--- src/rtl/addr_win_pkg.sv ---
package addr_win_pkg;
  parameter int unsigned ADDR_W = 64;
  parameter int unsigned DATA_W = 32;

  localparam logic [4:0] OFF_MATCH_LO = 5'h00;
  localparam logic [4:0] OFF_MATCH_HI = 5'h04;
  localparam logic [4:0] OFF_REMAP_LO = 5'h08;
  localparam logic [4:0] OFF_REMAP_HI = 5'h0C;
  localparam logic [4:0] OFF_MASK_LO  = 5'h10;
  localparam logic [4:0] OFF_MASK_HI  = 5'h14;
  localparam logic [4:0] OFF_ACTION   = 5'h18;
  localparam logic [4:0] OFF_DEFAULT  = 5'h1C;

  typedef enum logic [3:0] {
    XT_MEM  = 4'h0,
    XT_IO   = 4'h4,
    XT_CFG0 = 4'h8,
    XT_CFG1 = 4'h9,
    XT_MSG  = 4'hC
  } xact_type_e;

  typedef struct packed {
    logic [ADDR_W-1:0] match;
    logic [ADDR_W-1:0] remap;
    logic [ADDR_W-1:0] mask;
    logic [DATA_W-1:0] action;
  } win_cfg_t;
endpackage

--- src/rtl/awx_regfile.sv ---
module awx_regfile
  import addr_win_pkg::*;
#(
  parameter int unsigned NUM_WIN   = 8,
  parameter int unsigned REG_AW    = 16,
  parameter int unsigned WIN_BASE  = 32'h4C00,
  parameter int unsigned MASK_ZERO = 16
) (
  input  logic              clk_i,
  input  logic              rst_ni,
  input  logic              we_i,
  input  logic [REG_AW-1:0] addr_i,
  input  logic [DATA_W-1:0] wdata_i,
  output win_cfg_t          cfg_o [NUM_WIN],
  output logic [DATA_W-1:0] dflt_act_o
);
  localparam int unsigned STRIDE  = 32;
  localparam int unsigned WIN_END = WIN_BASE + NUM_WIN * STRIDE;
  localparam int unsigned LAST    = NUM_WIN - 1;
  localparam logic [DATA_W-1:0] LO_KEEP = ~((DATA_W'(1) << MASK_ZERO) - DATA_W'(1));

  logic              in_range;
  logic [REG_AW-1:0] rel;
  logic [4:0]        off;
  logic [REG_AW-6:0] widx;

  assign in_range = (32'(addr_i) >= WIN_BASE) && (32'(addr_i) < WIN_END);
  assign rel      = addr_i - REG_AW'(WIN_BASE);
  assign off      = rel[4:0];
  assign widx     = rel[REG_AW-1:5];

  for (genvar w = 0; w < NUM_WIN; w++) begin : g_win
    logic              sel_w;
    logic [ADDR_W-1:0] match_q, remap_q, mask_q;
    logic [DATA_W-1:0] action_q;

    assign sel_w = we_i && in_range && (32'(widx) == w);

    always_ff @(posedge clk_i or negedge rst_ni) begin
      if (!rst_ni) begin
        match_q  <= '0;
        remap_q  <= '0;
        mask_q   <= '0;
        action_q <= '0;
      end else if (sel_w) begin
        case (off)
          OFF_MATCH_LO: match_q[DATA_W-1:0]      <= wdata_i;
          OFF_MATCH_HI: match_q[ADDR_W-1:DATA_W] <= wdata_i;
          OFF_REMAP_LO: remap_q[DATA_W-1:0]      <= wdata_i;
          OFF_REMAP_HI: remap_q[ADDR_W-1:DATA_W] <= wdata_i;
          OFF_MASK_LO:  mask_q[DATA_W-1:0]       <= wdata_i & LO_KEEP;
          OFF_MASK_HI:  mask_q[ADDR_W-1:DATA_W]  <= wdata_i;
          OFF_ACTION:   action_q                 <= wdata_i;
          default: ;
        endcase
      end
    end

    assign cfg_o[w] = '{match: match_q, remap: remap_q, mask: mask_q, action: action_q};
  end

  // default action lives in the unused slot of the last window block
  always_ff @(posedge clk_i or negedge rst_ni) begin
    if (!rst_ni) begin
      dflt_act_o <= '0;
    end else if (we_i && in_range && (32'(widx) == LAST) && (off == OFF_DEFAULT)) begin
      dflt_act_o <= wdata_i;
    end
  end
endmodule

--- src/rtl/awx_lookup.sv ---
module awx_lookup
  import addr_win_pkg::*;
#(
  parameter int unsigned NUM_WIN = 8,
  parameter int unsigned IDX_W   = 3
) (
  input  logic [ADDR_W-1:0] addr_i,
  input  logic              en_i,
  input  win_cfg_t          cfg_i [NUM_WIN],
  input  logic [DATA_W-1:0] dflt_act_i,
  output logic [ADDR_W-1:0] addr_o,
  output logic [DATA_W-1:0] act_o,
  output logic              hit_o,
  output logic [IDX_W-1:0]  idx_o
);
  localparam logic [ADDR_W-1:0] CMP_KEEP = ~ADDR_W'(1);

  logic [NUM_WIN-1:0] hit_vec;

  for (genvar w = 0; w < NUM_WIN; w++) begin : g_cmp
    assign hit_vec[w] = cfg_i[w].match[0] &&
                        (((addr_i ^ cfg_i[w].match) & cfg_i[w].mask & CMP_KEEP) == '0);
  end

  logic             any;
  logic [IDX_W-1:0] sel;

  always_comb begin
    any = 1'b0;
    sel = '0;
    for (int w = NUM_WIN - 1; w >= 0; w--) begin
      if (hit_vec[w]) begin
        any = 1'b1;
        sel = IDX_W'(w);
      end
    end
  end

  win_cfg_t cur;
  assign cur = cfg_i[sel];

  always_comb begin
    if (en_i && any) begin
      addr_o = (cur.remap & cur.mask) | (addr_i & ~cur.mask);
      act_o  = cur.action;
      hit_o  = 1'b1;
      idx_o  = sel;
    end else begin
      addr_o = addr_i;
      act_o  = dflt_act_i;
      hit_o  = 1'b0;
      idx_o  = '0;
    end
  end
endmodule

--- src/rtl/addr_win_xlat.sv ---
module addr_win_xlat
  import addr_win_pkg::*;
#(
  parameter int unsigned NUM_WIN   = 8,
  parameter int unsigned REG_AW    = 16,
  parameter int unsigned WIN_BASE  = 32'h4C00,
  parameter int unsigned MASK_ZERO = 16,
  localparam int unsigned IDX_W    = (NUM_WIN > 1) ? $clog2(NUM_WIN) : 1
) (
  input  logic              clk_i,
  input  logic              rst_ni,
  input  logic              xlat_en_i,
  input  logic              reg_we_i,
  input  logic [REG_AW-1:0] reg_addr_i,
  input  logic [DATA_W-1:0] reg_wdata_i,
  input  logic              req_valid_i,
  output logic              req_ready_o,
  input  logic [ADDR_W-1:0] req_addr_i,
  input  logic              req_bypass_i,
  output logic              rsp_valid_o,
  input  logic              rsp_ready_i,
  output logic [ADDR_W-1:0] rsp_addr_o,
  output logic [DATA_W-1:0] rsp_action_o,
  output logic              rsp_hit_o,
  output logic [IDX_W-1:0]  rsp_win_o
);
  win_cfg_t          cfg [NUM_WIN];
  logic [DATA_W-1:0] dflt_act;

  awx_regfile #(
    .NUM_WIN(NUM_WIN), .REG_AW(REG_AW), .WIN_BASE(WIN_BASE), .MASK_ZERO(MASK_ZERO)
  ) u_regs (
    .clk_i, .rst_ni,
    .we_i(reg_we_i), .addr_i(reg_addr_i), .wdata_i(reg_wdata_i),
    .cfg_o(cfg), .dflt_act_o(dflt_act)
  );

  logic [ADDR_W-1:0] lk_addr;
  logic [DATA_W-1:0] lk_act;
  logic              lk_hit;
  logic [IDX_W-1:0]  lk_idx;

  awx_lookup #(.NUM_WIN(NUM_WIN), .IDX_W(IDX_W)) u_lookup (
    .addr_i(req_addr_i), .en_i(xlat_en_i && !req_bypass_i),
    .cfg_i(cfg), .dflt_act_i(dflt_act),
    .addr_o(lk_addr), .act_o(lk_act), .hit_o(lk_hit), .idx_o(lk_idx)
  );

  logic fire;
  assign req_ready_o = !rsp_valid_o || rsp_ready_i;
  assign fire        = req_valid_i && req_ready_o;

  always_ff @(posedge clk_i or negedge rst_ni) begin
    if (!rst_ni) begin
      rsp_valid_o  <= 1'b0;
      rsp_addr_o   <= '0;
      rsp_action_o <= '0;
      rsp_hit_o    <= 1'b0;
      rsp_win_o    <= '0;
    end else begin
      if (req_ready_o) rsp_valid_o <= req_valid_i;
      if (fire) begin
        rsp_addr_o   <= lk_addr;
        rsp_action_o <= lk_act;
        rsp_hit_o    <= lk_hit;
        rsp_win_o    <= lk_idx;
      end
    end
  end
endmodule

--- config.mk ---
export PLATFORM = sky130hd
export DESIGN_NAME = addr_win_xlat
export DESIGN_NICKNAME = d
export VERILOG_FILES = /design/src/rtl/addr_win_pkg.sv /design/src/rtl/awx_regfile.sv /design/src/rtl/awx_lookup.sv /design/src/rtl/addr_win_xlat.sv
export SDC_FILE = /design/constraint.sdc
export NUM_CORES = 2
export LEC_CHECK = 0
export BUFFER_PORTS_ARGS = -buffer_cell sky130_fd_sc_hd__buf_2
export CELL_PAD_IN_SITES_DETAIL_PLACEMENT = 0
export CELL_PAD_IN_SITES_GLOBAL_PLACEMENT = 1
export CORE_AREA = 2 2 313 470
export DETAILED_ROUTE_END_ITERATION = 7
export DIE_AREA = 0 0 315 472
export GPL_TIMING_DRIVEN = 0
export PLACE_DENSITY = 0.77
export SLEW_MARGIN = 20
export SYNTH_ARGS = -nofsm -noshare
export SYNTH_HDL_FRONTEND = slang
export SYNTH_SLANG_ARGS = --single-unit
--- constraint.sdc ---
create_clock -name clk_i -period 3.9 [get_ports clk_i]
set_input_delay 0 -clock clk_i [delete_from_list [all_inputs] [get_ports clk_i]]
set_output_delay 0 -clock clk_i [all_outputs]
set_load 0.01 [all_outputs]
==> out/metrics.cfg <==
[global_route]
antenna_found_initial = 21
grt_pass1_wl_um = 474000
use_met3_pct = 12.3
grt_max_degree = 142
grt_use_met1_pct = 58.8
use_met2_pct = 69.6
grt-ovfl-total = 0
grt_use_total_pct = 47.7
grt_pass1_vias = 56090
top_usage_layer = met2

[placement]
place_hpwl_um = 274000
gp_congestion = 1.09
placed_area_um2 = 78500
io_buffer_count = 154
dpl_worst_slack_ns = -2.27

[timing]
drv_slew = 0
finalClockSkew_ns = 0.0360
tns_ns = -8.91
rsz0062_at_grt = yes
clock.fmax_mhz = 244
slew_headroom_pct = 13.5
period_share_pct = 105
whs_ns = 0.0112
hold_viol_final = 0
tightestPinTransition_ns = 1.30
period_needed_ns = 4.09
setup_ws_ns = -0.193
final-setup-viol-count = 80

[job]
cap_viol_max_count = 0

[clock_tree]
clkLatencyLatePin_ns = 0.86
h-tree-depth = 4
cts.sinks = 1549
root_buffer = clkbuf_16
clk_pin_slew_ns = 0.07
cts_buffer_depth = 3
cts_buffers = 155
cts_tree = done

[cells_and_area]
fillCellCount = 11484
fin_area_um2 = 88500
layout-drive-gt1-share_pct = 39.6
area_growth_pct = 18.5
final_nets = 6480
layout_common_cells = mux2_2, dfrtp_1, xor2_1
layout_commonest_cell = mux2_2

[drt]
drtIter0Drc = 6675
drt_first_pass_iters = 7
wl_um = 357000
wl_per_cell_um = 42.5
route.detailed.drc = 0
num_vias = 56854
postRouteAntennaNets = 0
drt-vias-per-instance = 6.77

[yosys]
synth_top_area_share_pct = 51.9
synth.largest_area_cell = dfrtp_1
synth.distinct_cells = 60
ys_ff_latch = 1549
synth.avg_cell_area_um2 = 12.7
ys.flop_type = dfrtp_1
netlist_area_um2 = 74700
ys_top_cells_by_area = dfrtp_1, mux2_2, mux2i_1, xor2_1, a22oi_1
synth-edff-count = 0
ys_warn_count = 0
synthesis.instances = 5871
synthArstFlopShare_pct = 100
synth_nets = 5991
ys_seq_area_share_pct = 51.9

[setup_path]
cp.arrival_ns = 4.87
start_kind = register
worstSetupPathType = register to register
required_ns = 4.68
crit_fanout = 5
worstSetupEndpointType = register

[die]
ioPinCount = 221
rows = 171
core_um2 = 144000
start_util_pct = 51.7
die_w_um = 315
dieArea_um2 = 149000
dieHeight_um = 472

[min_path]
hold_path.class = primary input to register

[power_and_ir_drop]
power_density_nw_per_um2 = 390
leakage_nw = 45.4
ir_drop_v = 0.000479

[run_status]
violations = negative setup slack
status = finished with violations

==> per-stage QoR <==
| step | total power, mW | util [%] | cells |
|---|---|---|---|
| 5_1_grt | 35.0 | 61.3 | 8383 |
| 2_1_floorplan | 17.1 | - | 5871 |
| 6_report | 34.5 | 61.3 | 8394 |
| 4_1_cts | 34.3 | 60.5 | 8360 |
| 3_3_place_gp | 18.6 | 53.9 | 7928 |
| 3_5_place_dp | 18.6 | 54.3 | 7953 |
==> registers in the layout, indices dropped and copies added (netlist names) <==
name and flops:
rsp_action_o 32, rsp_addr_o 64, rsp_hit_o 1, rsp_valid_o 1
rsp_win_o 3, u_regs.dflt_act_o 32, u_regs.g_win.action_q 256, u_regs.g_win.mask_q 384
u_regs.g_win.match_q 392, u_regs.g_win.remap_q 384
==> critical path, stage by stage (launching register included) <==
cell and delay, ns:
dfrtp_1 0.38, xor2_1 0.20, a22oi_2 0.18, buf_4 0.19
nand4_1 0.14, or4_4 0.58, nor4_4 0.60, a21oi_2 0.08
buf_8 0.19, inv_1 0.11, o21ai_1 0.14, clkbuf_8 0.27
buf_4 0.18, a221oi_2 0.52, a221o_1 0.22
==> metal layers <==
metal	vias up	part of all wire [%]
li1	22461	-
met1	29866	37
met2	3380	43
met3	1129	9.3
met4	18	11
met5	-	0.13
==> report_power, final <==
part / leakage, nW / internal [mW] / total [mW] / switching (mW)
combinational: 21.3 / 0.475 / 2.26 / 1.79
clock: 2.59 / 9.02 / 16.0 / 6.96
sequential: 21.5 / 16.2 / 16.2 / 0.0959
==> logic make-up after synthesis <==
logic type,synth area share (%)
compound gates,7.79
xor+xnor,4.50
fa+ha+maj,0.0167
buf+inv,2.85
flops,51.9
mux,28.5
simple gates,4.45
==> synth_stat cells (2+ instances only) <==
cell type,n
nor3_1,24
nand3_1,20
a221oi_1,62
o211a_1,47
buf_4,18
o22ai_1,80
buf_2,77
clkbuf_1,269
mux2_1,41
nand4_1,93
nor4_1,12
xor2_1,384
nor3b_1,4
and3_1,6
and2_1,7
buf_1,107
or3_1,51
buf_6,11
and3b_1,3
o21ai_0,189
nand2_1,346
nor4_2,2
nor2_1,104
or4_1,4
buf_8,3
a21boi_1,2
and4_1,13
a22oi_1,226
o211ai_1,2
o21ai_1,29
mux2i_1,336
a22o_1,15
a221o_1,96
nand2b_1,3
a222oi_1,4
nor2b_1,5
nand4b_1,3
o21a_1,2
mux2_2,1551
dfrtp_1,1549
a21oi_1,52
==> path summary, 6_finish.rpt <==
kind / slack (ns) / from / cells past startpoint / endpoint
setup / recovery: -0.19 / u_regs.g_win[3].match_q[26] / 14 / rsp_addr_o[23]
hold / removal: 0.01 / req_addr_i[17] / 3 / rsp_addr_o[17]
setup reg to reg: -0.19 / u_regs.g_win[3].match_q[26] / 14 / rsp_addr_o[23]
hold reg to reg: 0.47 / rsp_addr_o[12] / 2 / rsp_addr_o[12]
max in group asynchronous: 1.56 / rst_ni / 6 / u_regs.g_win[3].match_q[21]
min in group asynchronous: 0.39 / rst_ni / 4 / u_regs.g_win[6].action_q[9]
==> final cells by class <==
type / count / area [um^2] / share of cell area [%]
Sequential cell: 1549 / 38800 / 43.8
Multi-Input combinational cell: 3834 / 36200 / 40.9
Clock buffer: 228 / 4570 / 5.16
Timing Repair Buffer: 334 / 3040 / 3.43
Buffer: 485 / 2860 / 3.23
Tap cell: 1903 / 2380 / 2.69
Clock inverter: 47 / 704 / 0.796
Antenna cell: 13 / 32.5 / 0.0368
Inverter: 1 / 3.75 / 0.00424
==> timing repair <==
item	in CTS	in global routing
cloned	4	4
pin swaps	62	59
endpoints found under the hold margin	741	18
endpoints found under the setup margin	82	82
hold buffers	109	2
buffers inserted	20	16
resized for setup	545	193
Note: power is estimated with default switching activity, not from simulation.
